$ cat src/rtl/lcdf_pkg.sv
package lcdf_pkg;
  typedef logic [1:0] mux_t;

  function automatic logic gate_on(input logic wave_b, input mux_t mux);
    return wave_b && (mux != 2'd0);
  endfunction
endpackage

$ cat src/rtl/lcdf_timebase.sv
module lcdf_timebase
  import lcdf_pkg::*;
#(
  parameter int FRAME_LEN = 48,
  localparam int POS_W = $clog2(FRAME_LEN)
) (
  input  logic             clk,
  input  logic             rst,
  input  logic             en,
  input  mux_t             mux_sel,
  output logic [POS_W-1:0] pos_o,
  output logic             par_o,
  output logic [1:0]       com_o,
  output logic             mark_o
);
  localparam logic [POS_W-1:0] LAST = POS_W'(FRAME_LEN - 1);
  localparam logic [POS_W-1:0] PEND0 = POS_W'(FRAME_LEN - 1);
  localparam logic [POS_W-1:0] PEND1 = POS_W'(FRAME_LEN / 2 - 1);
  localparam logic [POS_W-1:0] PEND2 = POS_W'(FRAME_LEN / 3 - 1);
  localparam logic [POS_W-1:0] PEND3 = POS_W'(FRAME_LEN / 4 - 1);

  logic [POS_W-1:0] ph_cnt;
  logic [POS_W-1:0] ph_end;
  logic             last;

  always_comb begin
    case (mux_sel)
      2'd0:    ph_end = PEND0;
      2'd1:    ph_end = PEND1;
      2'd2:    ph_end = PEND2;
      default: ph_end = PEND3;
    endcase
  end

  assign last = (pos_o == LAST);

  always_ff @(posedge clk) begin
    if (rst || !en) begin
      pos_o  <= '0;
      ph_cnt <= '0;
      com_o  <= 2'd0;
      par_o  <= 1'b0;
      mark_o <= 1'b0;
    end else begin
      mark_o <= last;
      if (last) begin
        pos_o  <= '0;
        ph_cnt <= '0;
        com_o  <= 2'd0;
        par_o  <= ~par_o;
      end else begin
        pos_o <= pos_o + 1'b1;
        if (ph_cnt >= ph_end) begin
          ph_cnt <= '0;
          com_o  <= com_o + 2'd1;
        end else begin
          ph_cnt <= ph_cnt + 1'b1;
        end
      end
    end
  end
endmodule

$ cat src/rtl/lcdf_irq_gen.sv
module lcdf_irq_gen
  import lcdf_pkg::*;
#(
  parameter int FRAME_LEN = 48,
  parameter int LEAD_UNIT = 4,
  parameter int WIN_LEN   = 9,
  localparam int POS_W = $clog2(FRAME_LEN),
  localparam int WIN_W = $clog2(WIN_LEN + 1)
) (
  input  logic             clk,
  input  logic             rst,
  input  logic             en,
  input  logic             gated,
  input  mux_t             mux_sel,
  input  logic [POS_W-1:0] pos,
  input  logic             par,
  output logic             irq_o,
  output logic             win_o
);
  localparam logic [POS_W-1:0] TRIG0 = POS_W'(FRAME_LEN - LEAD_UNIT * 1 - 1);
  localparam logic [POS_W-1:0] TRIG1 = POS_W'(FRAME_LEN - LEAD_UNIT * 2 - 1);
  localparam logic [POS_W-1:0] TRIG2 = POS_W'(FRAME_LEN - LEAD_UNIT * 3 - 1);
  localparam logic [POS_W-1:0] TRIG3 = POS_W'(FRAME_LEN - LEAD_UNIT * 4 - 1);
  localparam logic [WIN_W-1:0] WIN_LOAD = WIN_W'(WIN_LEN);

  logic [POS_W-1:0] trig;
  logic [WIN_W-1:0] win_cnt;

  always_comb begin
    case (mux_sel)
      2'd0:    trig = TRIG0;
      2'd1:    trig = TRIG1;
      2'd2:    trig = TRIG2;
      default: trig = TRIG3;
    endcase
  end

  always_ff @(posedge clk) begin
    if (rst || !en) begin
      irq_o   <= 1'b0;
      win_cnt <= '0;
    end else begin
      irq_o <= gated && par && (pos == trig);
      if (irq_o)
        win_cnt <= WIN_LOAD;
      else if (win_cnt != '0)
        win_cnt <= win_cnt - 1'b1;
    end
  end

  assign win_o = (win_cnt != '0);
endmodule

$ cat src/rtl/lcdf_write_gate.sv
module lcdf_write_gate (
  input  logic clk,
  input  logic rst,
  input  logic en,
  input  logic gated,
  input  logic win,
  input  logic pix_wr,
  input  logic err_clr,
  output logic ack_o,
  output logic err_o
);
  logic allow;
  assign allow = en && (!gated || win);

  always_ff @(posedge clk) begin
    if (rst) begin
      ack_o <= 1'b0;
      err_o <= 1'b0;
    end else begin
      ack_o <= pix_wr && allow;
      if (pix_wr && !allow)
        err_o <= 1'b1;
      else if (err_clr)
        err_o <= 1'b0;
    end
  end
endmodule

$ cat src/rtl/lcd_frame_ctl.sv
module lcd_frame_ctl
  import lcdf_pkg::*;
#(
  parameter int FRAME_LEN = 48,
  parameter int LEAD_UNIT = 4,
  parameter int WIN_LEN   = 9
) (
  input  logic       clk,
  input  logic       rst,
  input  logic       en,
  input  logic       wave_b,
  input  logic [1:0] mux_sel,
  input  logic       pix_wr,
  input  logic       err_clr,
  output logic       frame_irq,
  output logic       wr_window,
  output logic       wr_ack,
  output logic       wr_err,
  output logic [1:0] com_idx,
  output logic       frame_mark
);
  localparam int POS_W = $clog2(FRAME_LEN);

  logic [POS_W-1:0] pos;
  logic             par;
  logic             gated;

  assign gated = gate_on(wave_b, mux_sel);

  lcdf_timebase #(.FRAME_LEN(FRAME_LEN)) u_tb (
    .clk(clk), .rst(rst), .en(en), .mux_sel(mux_sel),
    .pos_o(pos), .par_o(par), .com_o(com_idx), .mark_o(frame_mark)
  );

  lcdf_irq_gen #(.FRAME_LEN(FRAME_LEN), .LEAD_UNIT(LEAD_UNIT), .WIN_LEN(WIN_LEN)) u_irq (
    .clk(clk), .rst(rst), .en(en), .gated(gated), .mux_sel(mux_sel),
    .pos(pos), .par(par), .irq_o(frame_irq), .win_o(wr_window)
  );

  lcdf_write_gate u_wg (
    .clk(clk), .rst(rst), .en(en), .gated(gated), .win(wr_window),
    .pix_wr(pix_wr), .err_clr(err_clr), .ack_o(wr_ack), .err_o(wr_err)
  );
endmodule

$ cat config.mk
export PLATFORM = sky130hd
export DESIGN_NAME = lcd_frame_ctl
export DESIGN_NICKNAME = d
export VERILOG_FILES = /design/src/rtl/lcdf_pkg.sv /design/src/rtl/lcdf_timebase.sv /design/src/rtl/lcdf_irq_gen.sv /design/src/rtl/lcdf_write_gate.sv /design/src/rtl/lcd_frame_ctl.sv
export SDC_FILE = /design/constraint.sdc
export NUM_CORES = 1
export LEC_CHECK = 0
export BUFFER_PORTS_ARGS = -buffer_cell sky130_fd_sc_hd__buf_2
export CAP_MARGIN = 20
export CORE_MARGIN = 4
export CORE_UTILIZATION = 52
export CTS_BUF_LIST = sky130_fd_sc_hd__clkbuf_8
export DETAILED_ROUTE_END_ITERATION = 12
export PLACE_DENSITY = 0.76
export SYNTH_ARGS = -nofsm -noshare
export SYNTH_HDL_FRONTEND = slang
export SYNTH_SLANG_ARGS = --single-unit
export TNS_END_PERCENT = 5
$ cat constraint.sdc
create_clock -name clk -period 1.6 [get_ports clk]
set_clock_uncertainty 0.2 [all_clocks]
set_input_delay 0.16 -clock clk [delete_from_list [all_inputs] [get_ports clk]]
set_output_delay 0.16 -clock clk [all_outputs]
set_load 0.02 [all_outputs]
Yosys cells after proc, flatten, opt, wreduce, memory -nomap -nowiden
Index checks and enable logic that the tools add are counted.
{"block": "op_classes", "n_addsub": 4, "order_cmp": 1, "reduce_logical": 19, "n_mux": 6, "n_bitwise": 1, "n_eq_ne": 4}
{"op": "$pmux W6 S3", "count": 2}
{"op": "$add A6 B1 Y6 const B", "count": 2}
{"op": "$mux W4", "count": 2}
{"op": "$eq A6 B6 Y1", "count": 1}
{"op": "$eq A6 B6 Y1 const B", "count": 1}
{"op": "$ge A6 B6 Y1", "count": 1}
{"op": "$logic_and A1 B1 Y1", "count": 6}
{"op": "$reduce_bool A2 Y1", "count": 3}
{"op": "$reduce_bool A4 Y1", "count": 1}
{"op": "$reduce_or A2 Y1", "count": 2}
{"op": "$sub A4 B1 Y4 const B", "count": 1}
{"op": "$logic_not A1 Y1", "count": 3}
{"op": "$reduce_or A3 Y1", "count": 1}
{"op": "$add A2 B1 Y2 const B", "count": 1}
{"op": "$eq A2 B1 Y1 const B", "count": 1}
{"op": "$eq A2 B2 Y1 const B", "count": 1}
{"op": "$logic_not A2 Y1", "count": 1}
{"op": "$logic_or A1 B1 Y1", "count": 2}
{"op": "$mux W1", "count": 2}
{"op": "$not A1 Y1", "count": 1}
{"block": "totals", "output_inout_bits": 7, "elab_cells": 45, "ff_bits": 23, "inputBits": 8}

Depth between registers and ports, before layout
Gate-level depths: netlist (run 1).
{"block": "logic_depth", "ltp_word": 8, "mapped_depth": 9, "ltp_nobuf": 8}

Cells and area by module
Synthesis (run 1) repeated with hierarchy kept, for this count alone.
{"block": "hier_totals", "cells_unflattened": 119, "hier_area_um2": 1162.4}
{"module": "lcdf_timebase", "area_per_inst_um2": 729.4, "instances": 1, "cells_each": 74, "seq_area_each_um2": 320.3}
{"module": "lcdf_irq_gen", "area_per_inst_um2": 329.1, "instances": 1, "cells_each": 36, "seq_area_each_um2": 100.1}
{"module": "lcdf_write_gate", "area_per_inst_um2": 96.3, "instances": 1, "cells_each": 8, "seq_area_each_um2": 40.0}
{"module": "lcd_frame_ctl", "area_per_inst_um2": 7.5, "instances": 1, "cells_each": 1, "seq_area_each_um2": 0.0}

Least setup slack after synthesis (run 1)
No wires, ideal clock.
{"block": "synth_timing", "path_type": "register to register", "start": "reg u_irq.win_cnt[0]", "end": "reg u_irq.win_cnt[1]", "setup_time_ns": 0.114, "path_stages_with_launch": 6, "t_required_ns": 1.286, "period_less_slack_ns": 1.790, "slack_ns": -0.190, "n_path_buf": 1, "arrival_ns": 1.476, "cell_sequence": "dfxtp_1 > inv_1 > ha_1 > or3b_1 > clkbuf_1 > a2111oi_0"}
{"block": "synth_between", "elab_chain_len": 1, "word_cells_on_any_way": 2, "classes_between": "add/sub: 1; reduce/logical: 1"}
{"element": "start, declared", "line_no": "lcdf_irq_gen.sv:27", "source": "logic [WIN_W-1:0] win_cnt;"}
{"element": "start signal, assigned", "line_no": "lcdf_irq_gen.sv:47", "source": "win_cnt <= win_cnt - 1'b1;"}
{"element": "$reduce_bool A4 Y1"}
{"element": "via wr_window", "line_no": "lcd_frame_ctl.sv:16", "source": "output logic wr_window,"}
The timed path passes the listed nets, and every way through them passes these cells.
A chain may end at the register's enable or synchronous reset.

Worst setup path in the final report (run 1)
{"block": "layout_timing", "start": "reg u_irq.win_cnt[0]", "end": "out wr_window"}
{"block": "layout_between", "elab_chain_len": 1}
{"element": "$reduce_bool A4 Y1", "line_no": "lcdf_irq_gen.sv:51", "source": "assign win_o = (win_cnt != '0);"}
{"element": "end, declared", "line_no": "lcd_frame_ctl.sv:16"}
Every way passes these cells.

==> metrics.md, run 1 <==
| Metric | Value |
|---|---|
| Die X | `53.9 um` |
| LEAKAGE | `0.000630 uW` |
| Minimum clock period | `1700 ps` |
| Top cells by count, synth | `dfxtp_1, nor2_1, ha_1, inv_1, xnor2_1` |
| Final Max Tran Viols | `0` |
| VDD IR max | `0.000841 V` |
| Core Rows | `16` |
| TritonRoute pass-1 iters | `4` |
| DP Cell Count | `166` |
| Detail Placement HPWL | `1450 um` |
| Period utilization | `106%` |
| Total GRT Usage | `15.4%` |
| Net Count, Synth | `135` |
| Number of flops mapped to enable cells by yosys | `0` |
| Slew Limit Headroom | `80.9%` |
| DR WL/cell | `11.5 um` |
| Vias per Instance | `4.81` |
| CTS H-tree depth | `1` |
| Top FF cell, synth | `dfxtp_1` |
| Final setup viols | `5` |
| Non-filler instance count after layout | `176` |
| Port-buffer cells | `14` |
| Cell Area, Synth | `0.00109 mm2` |
| Via count | `846` |
| Setup CP Type | `flop to output port` |
| Syn Area/Cell | `9.44 um2` |
| Die ar. | `0.00290 mm2` |
| Largest area contributor in the netlist | `dfxtp_1` |
| Core area | `0.00198 mm2` |
| Maximum root-to-sink buffer count | `2` |
| Largest net degree at the start of global routing | `13` |
| DRC viols | `0` |
| Critical path fanouts, max | `3` |
| CP required | `1240 ps` |
| Fmax | `589 MHz` |
| Area growth syn-to-layout | `33.6%` |
| Hold crit path type | `input port to flop` |
| Worst slack, placed | `-281 ps` |
| Share of cells above drive strength 1 | `35.6%` |
| Initial Util | `55.2%` |
| CP Launch Type | `flop` |
| Global placer's final weighted congestion | `0.690` |
| Outcome | `finished with violations` |
| Post-synth top area share | `42.1%` |
| Register area share after synthesis | `42.1%` |
| Critical path endpoint category | `output port` |
| Worst-margin pin slew | `285 ps` |
| Post-synthesis register bit count | `23` |
| I/O pin total | `15` |
| WL final | `2030 um` |
| Num CTS Buffers | `3` |
| Netlist cell types | `29` |
| Cell Pwr Density | `1180 mW/mm2` |
| Routed Antenna Nets | `0` |
| Post-synth ARST share | `0%` |
| Worst endpoint data arrival time | `1340 ps` |
| CTS tree | `built` |
| CTS clock-pin slew for the worst setup and hold paths | `80 ps` |
| # clock sinks | `23` |
| Failing checks | `setup timing` |
| Die Ht | `53.9 um` |
| Vias in the first global route | `780` |
| Final Hold Viols | `0` |
| WHS | `3.94 ps` |
| Global route overflow | `0` |
| Layout fillers | `143` |
| Top post-synthesis cells by area | `dfxtp_1, ha_1, nor2_1, xnor2_1, xor2_1` |
| Ant. Diodes | `0` |
| End-of-flow core utilization | `73.8%` |
| Initial antenna violation count | `0` |
| RSZ-0062 raised after global routing | `true` |
| Max Cap Viol | `0` |
| Worst-Skew Late Latency | `260 ps` |
| Synth Warn # | `0` |
| Syn Inst Count | `116` |
| Iteration-0 DRC count of the detailed router | `11` |
| Final worst slack | `-98.1 ps` |
| CTS root buf | `clkbuf_8` |
| First-pass GRT wire length | `3190 um` |
| Final nets | `169` |
## worst paths after layout
kind	startpoint	to	slack (ps)	cells past startpoint
min	err_clr	u_wg.err_o	4	4
max	u_irq.win_cnt[0]	wr_window	-100	4
max reg2reg	u_irq.win_cnt[0]	u_irq.win_cnt[1]	-40	5
min reg2reg	u_tb.ph_cnt[0]	u_tb.ph_cnt[0]	230	1
## where the power goes
part	total (uW)	switching (uW)	internal, uW
Clock	345	174	171
Sequential	642	28.1	613
Combinational	736	333	403
Total	1720	535	1190
## critical path, stage by stage (launching register included)
cell	delay (ps)
dfxtp_2	340
inv_2	70
ha_4	120
or3b_4	400
buf_6	150
## per-stage QoR
stage               total power, uW  TNS [ps]  area, um2
finish                         1720      -188       1460
global placement               1140     -1370       1310
global route                   1820      -546       1460
CTS                            1680      -101       1430
detailed placement             1170     -1960       1310
floorplan                      1090      -172       1160
## sequential cells by signal (all words and copies together), names as in the netlist
signal         flops
u_tb.pos_o         6
u_wg.ack_o         1
u_tb.ph_cnt        6
u_tb.com_o         2
u_wg.err_o         1
u_tb.mark_o        1
u_irq.irq_o        1
u_tb.par_o         1
u_irq.win_cnt      4
## timing repair
action | 4_1_cts | 5_1_grt
pin swaps | 3 | 4
hold buffers | 3 | 0
setup buffers | 2 | 1
hold endpoints to repair | 2 | 0
resized for setup | 9 | 6
setup endpoints to repair | 11 | 13
## cells by family after synthesis
family	Yosys count	synth area share, %
multiplexers	1	0.914
AND/OR/NAND/NOR	43	19.7
XOR/XNOR	14	11.2
buffers and inverters	13	6.51
AO/OA/AOI/OAI	11	7.09
flip-flops	23	42.1
adder cells (fa/ha/maj)	11	12.6
## cell type report
cell class	count	area (um2)	share of cell area (%)
Tap cell	27	33.8	2.31
Inverter	9	33.8	2.31
Multi-Input combinational cell	80	648	44.3
Sequential cell	23	465	31.8
Clock buffer	3	41.3	2.82
Timing Repair Buffer	33	236	16.2
Clock inverter	1	3.75	0.257
## metal layers
metal | part of all wire [%] | up-vias | global-route usage [%] | wire (um)
li1 | - | 448 | - | -
met1 | 49 | 377 | 19.6 | 987
met2 | 45 | 16 | 23.8 | 907
met3 | 5.1 | 5 | 4.16 | 103
met4 | 1.4 | 0 | 7.66 | 29
met5 | 0 | - | 0 | 0
## cells in the final DEF (no fill, tap or decap), types with 3 or more instances in the layout
cell type and instances:
buf_2 12, buf_4 15, buf_6 3, clkbuf_8 3
dfxtp_1 19, dfxtp_2 4, dlygate4sd3_1 3, ha_1 8
inv_1 8, nand3_1 5, nor2_1 22, nor2b_1 3
xnor2_1 8, xor2_1 6
No activity file was read; power rests on OpenSTA's default activity.
==> run 2, diff against run 1 <==
- CORE_MARGIN: 4 -> unset
==> metrics.md, run 2 (synthesized netlist as in run 1, its figures left out) <==
| Metric | Value |
|---|---|
| RR Endpoint | `u_irq.win_cnt[0]` |
| Worst-margin pin slew | `294 ps` |
| LEAKAGE | `0.000643 uW` |
| CP Launch Point | `u_irq.win_cnt[0]` |
| Critical Path End | `wr_window` |
| Fmax | `599 MHz` |
| # clock sinks | `23` |
| Final setup viols | `4` |
| WL final | `2350 um` |
| Minimum clock period | `1670 ps` |
| Initial Util | `55.8%` |
| Worst endpoint data arrival time | `1310 ps` |
| Die X | `47.9 um` |
| Area growth syn-to-layout | `35.7%` |
| Setup CP Type | `flop to output port` |
| Commonest non-fill, non-tap cells in the layout | `nor2_1, dfxtp_1, buf_4` |
| Final worst slack | `-70.5 ps` |
| Worst-Skew Late Latency | `260 ps` |
| WHS | `28.1 ps` |
| Share of cells above drive strength 1 | `37.3%` |
| TritonRoute pass-1 iters | `4` |
| Area of the multi-input gates | `671 um2` |
| Detail Placement HPWL | `1460 um` |
| Reg2reg setup slack | `-40 ps` |
| Num CTS Buffers | `3` |
| Register area | `464 um2` |
| Core area | `0.00196 mm2` |
| CP required | `1240 ps` |
| Core Rows | `16` |
| Final nets | `170` |
| Max Cap Viol | `0` |
| Global route overflow | `0` |
| Die ar. | `0.00229 mm2` |
| FF-to-FF Start | `u_irq.win_cnt[0]` |
| Slew Limit Headroom | `80.2%` |
| CTS tree | `built` |
| Hold crit path type | `input port to flop` |
| Final Max Tran Viols | `0` |
| Layout fillers | `131` |
| Vias per Instance | `4.99` |
| VDD IR max | `0.000952 V` |
| CTS clock-pin slew for the worst setup and hold paths | `80 ps` |
| First-pass GRT wire length | `3340 um` |
| Placed Area | `0.00131 mm2` |
| Via count | `883` |
| Iteration-0 DRC count of the detailed router | `15` |
| Commonest non-fill, non-tap cell in the layout | `nor2_1` |
| Maximum root-to-sink buffer count | `2` |
| I/O pin total | `15` |
| Failing checks | `setup timing` |
| Outcome | `finished with violations` |
| Worst R2R Path Depth | `7` |
| Vias in the first global route | `823` |
| Critical path endpoint category | `output port` |
| CTS root buf | `clkbuf_8` |
| Initial antenna violation count | `0` |
| Final Hold Viols | `0` |
| Ant. Diodes | `0` |
| Total GRT Usage | `21.8%` |
| Final instance area | `0.00149 mm2` |
| Cell Pwr Density | `1200 mW/mm2` |
| CP Launch Type | `flop` |
| Port-buffer cells | `14` |
| CTS H-tree depth | `1` |
| Global placer's final weighted congestion | `0.744` |
| DR WL/cell | `13.3 um` |
| Largest net degree at the start of global routing | `13` |
| RSZ-0062 raised after global routing | `true` |
| Routed Antenna Nets | `0` |
| Critical path fanouts, max | `2` |
| Biggest regs | `u_tb.ph_cnt: 6 flops, u_tb.pos_o: 6 flops, u_irq.win_cnt: 4 flops` |
| Die Ht | `47.9 um` |
| Period utilization | `104%` |
| DRC viols | `0` |
run 2: what timing repair did:
item | 4_1_cts | 5_1_grt
pin swaps | 4 | 2
hold buffers | 3 | 0
hold endpoints to repair | 2 | 0
setup buffers | 2 | 2
setup endpoints to repair | 11 | 12
gates resized for setup | 12 | 4
run 2: through the flow:
stage | power [uW] | worst slack, ps | utilization [%] | std cells | TNS (ps)
6_report | 1780 | -70.5 | 75.7 | 177 | -161
5_1_grt | 1870 | -117 | 75.7 | 177 | -751
4_1_cts | 1670 | -63.7 | 73.9 | 175 | -96.1
3_5_place_dp | 1170 | -226 | 67.0 | 166 | -1630
3_3_place_gp | 1130 | -166 | 67.0 | 166 | -1090
2_1_floorplan | 1090 | -29.3 | - | 116 | -172
run 2: worst min path at each step:
stage	start	end	slack, ps	cells after the start
after floorplan	rst	u_wg.err_o	30	1
after CTS	err_clr	u_wg.err_o	9	4
after detailed placement	rst	u_wg.err_o	160	2
final	err_clr	u_wg.err_o	30	4
after global placement	rst	u_wg.err_o	160	2
after global routing	en	u_tb.par_o	60	3
run 2: routing by layer:
| metal | GRT usage (%) | vias up | wire, um |
|---|---|---|---|
| met5 | 0 | - | 0 |
| met4 | 11.7 | 0 | 49 |
| met2 | 39.7 | 15 | 1240 |
| met3 | 3.40 | 4 | 57 |
| met1 | 24.1 | 416 | 1000 |
| li1 | - | 448 | - |
run 2: final cells by class:
cell class	instances	area share (%)
clock inverter	1	0.253
timing repair buffer	34	16.0
tap	27	2.27
sequential	23	31.3
multi-input combinational	80	45.2
inverter	9	2.27
clock buffer	3	2.78
run 2: worst max-delay path, cell delays in order, from the launching register on:
cell and delay, ps:
dfxtp_2 320, inv_2 70, ha_4 130, or3b_4 390
buf_6 140
run 2: power breakdown:
part	internal, uW	switching (uW)	total (uW)
combinational	420	374	794
clock	171	174	345
sequential	613	27.8	641
total	1200	576	1780
==> run 3, diff against run 2 <==
- SETUP_SLACK_MARGIN: unset -> 0.5
==> metrics.md, run 3 (synthesized netlist as in run 1, its figures left out) <==
| Metric | Value |
|---|---|
| Outcome | `finished with violations` |
| Failing checks | `hold timing, setup timing` |
| Die ar. | `0.00229 mm2` |
| Initial Util | `55.8%` |
| CTS clock-pin slew for the worst setup and hold paths | `80 ps` |
| Critical path endpoint category | `output port` |
| Initial antenna violation count | `0` |
| Routed Antenna Nets | `0` |
| VDD IR max | `0.00100 V` |
| Period utilization | `105%` |
| Core area | `0.00196 mm2` |
| DR WL/cell | `14.9 um` |
| Maximum root-to-sink buffer count | `2` |
| I/O pin total | `15` |
| Register area | `492 um2` |
| DRC viols | `0` |
| Setup CP Type | `flop to output port` |
| CTS H-tree depth | `1` |
| Final Max Tran Viols | `0` |
| Num CTS Buffers | `3` |
| Worst-margin pin slew | `276 ps` |
| Hold crit path type | `input port to flop` |
| Hold buffer count at cts | `2` |
| WL final | `2640 um` |
| Final Hold Viols | `1` |
| Vias per Instance | `5.20` |
| Final instance area | `0.00169 mm2` |
| Core Rows | `16` |
| Commonest non-fill, non-tap cells in the layout | `nor2_1, buf_4, dfxtp_2` |
| CTS tree | `built` |
| Total Power | `1710 uW` |
| Largest net degree at the start of global routing | `15` |
| Minimum clock period | `1680 ps` |
| CP Launch Type | `flop` |
| Worst slack, placed | `-231 ps` |
| Total GRT Usage | `24.4%` |
| CP required | `1240 ps` |
| Area growth syn-to-layout | `54.3%` |
| # clock sinks | `23` |
| Cell Pwr Density | `1010 mW/mm2` |
| Port-buffer cells | `14` |
| Die X | `47.9 um` |
| LEAKAGE | `0.000648 uW` |
| Die Ht | `47.9 um` |
| Final nets | `170` |
| Max Cap Viol | `0` |
| First-pass GRT wire length | `3710 um` |
| Area of the multi-input gates | `802 um2` |
| Ant. Diodes | `0` |
| Iteration-0 DRC count of the detailed router | `8` |
| Fmax | `595 MHz` |
| Detail Placement HPWL | `1570 um` |
| Critical path fanouts, max | `2` |
| Global placer's final weighted congestion | `0.741` |
| Share of cells above drive strength 1 | `56.7%` |
| Placed Area | `0.00138 mm2` |
| Vias in the first global route | `913` |
| Slew Limit Headroom | `81.4%` |
| Worst endpoint data arrival time | `1320 ps` |
| Global route overflow | `0` |
| Final worst slack | `-80.5 ps` |
| TritonRoute pass-1 iters | `4` |
| CTS root buf | `clkbuf_8` |
| WHS | `-31.8 ps` |
| Layout fillers | `106` |
| End-of-flow core utilization | `86.1%` |
| Via count | `921` |
| RSZ-0062 raised after global routing | `true` |
| Worst-Skew Late Latency | `270 ps` |
| Biggest regs | `u_tb.ph_cnt: 6 flops, u_tb.pos_o: 6 flops, u_irq.win_cnt: 4 flops` |
| Final setup viols | `5` |
[run 3: cell count changes in the layout (fill, tap and decap cells not counted), sizes merged]
cell / before / now
inv: 10 / 9
dlygate4sd3: 3 / 2
clkinvlp: 0 / 1
buf: 31 / 32
[run 3: power by group]
| group | switching, uW | total, uW | internal [uW] |
|---|---|---|---|
| Sequential | 29.3 | 635 | 606 |
| Combinational | 323 | 702 | 379 |
| Clock | 197 | 374 | 176 |
[run 3: layer usage]
layer  vias to the layer above  global-route usage, %  wire [um]
li1                        451                      -          -
met1                       448                   25.6       1070
met2                        17                   45.4       1470
met3                         5                   5.66         71
met4                         0                   11.1         31
met5                         -                      0          0
[run 3: repair_timing]
action,CTS,global route
pin swaps,12,11
cloned,0,0
gates resized for setup,37,23
endpoints found under the hold margin,2,1
setup endpoints to repair,28,30
setup buffers,3,1
[run 3: area by class of cell]
class	instances	share of cell area, %
multi-input cells	80	47.5
clock inverters	1	0.444
flip-flops and latches	23	29.1
repair buffers	34	16.5
clock buffers	3	2.44
well taps	27	2.00
inverters	9	2.00
[run 3: worst max-delay path, cell delays in order, from the launching register on]
cell and delay, ps:
dfxtp_2 340, inv_2 60, ha_4 120, or3b_4 390
buf_6 140
[run 3: path summary, 6_finish.rpt]
check                                       from                to  slack (ps)  cells after the start
worst max-delay path            u_irq.win_cnt[1]         wr_window         -80                      4
worst min-delay path                          en        u_wg.ack_o         -30                      3
worst max register to register  u_irq.win_cnt[1]  u_irq.win_cnt[1]         -50                      5
worst min register to register     u_tb.pos_o[0]     u_tb.pos_o[0]         240                      1
[run 3: per-stage QoR]
| step | instances | TNS, ps |
|---|---|---|
| floorplan | 116 | 0 |
| global placement | 167 | -1130 |
| detailed placement | 167 | -1740 |
| CTS | 176 | -183 |
| global route | 177 | -729 |
| finish | 177 | -226 |
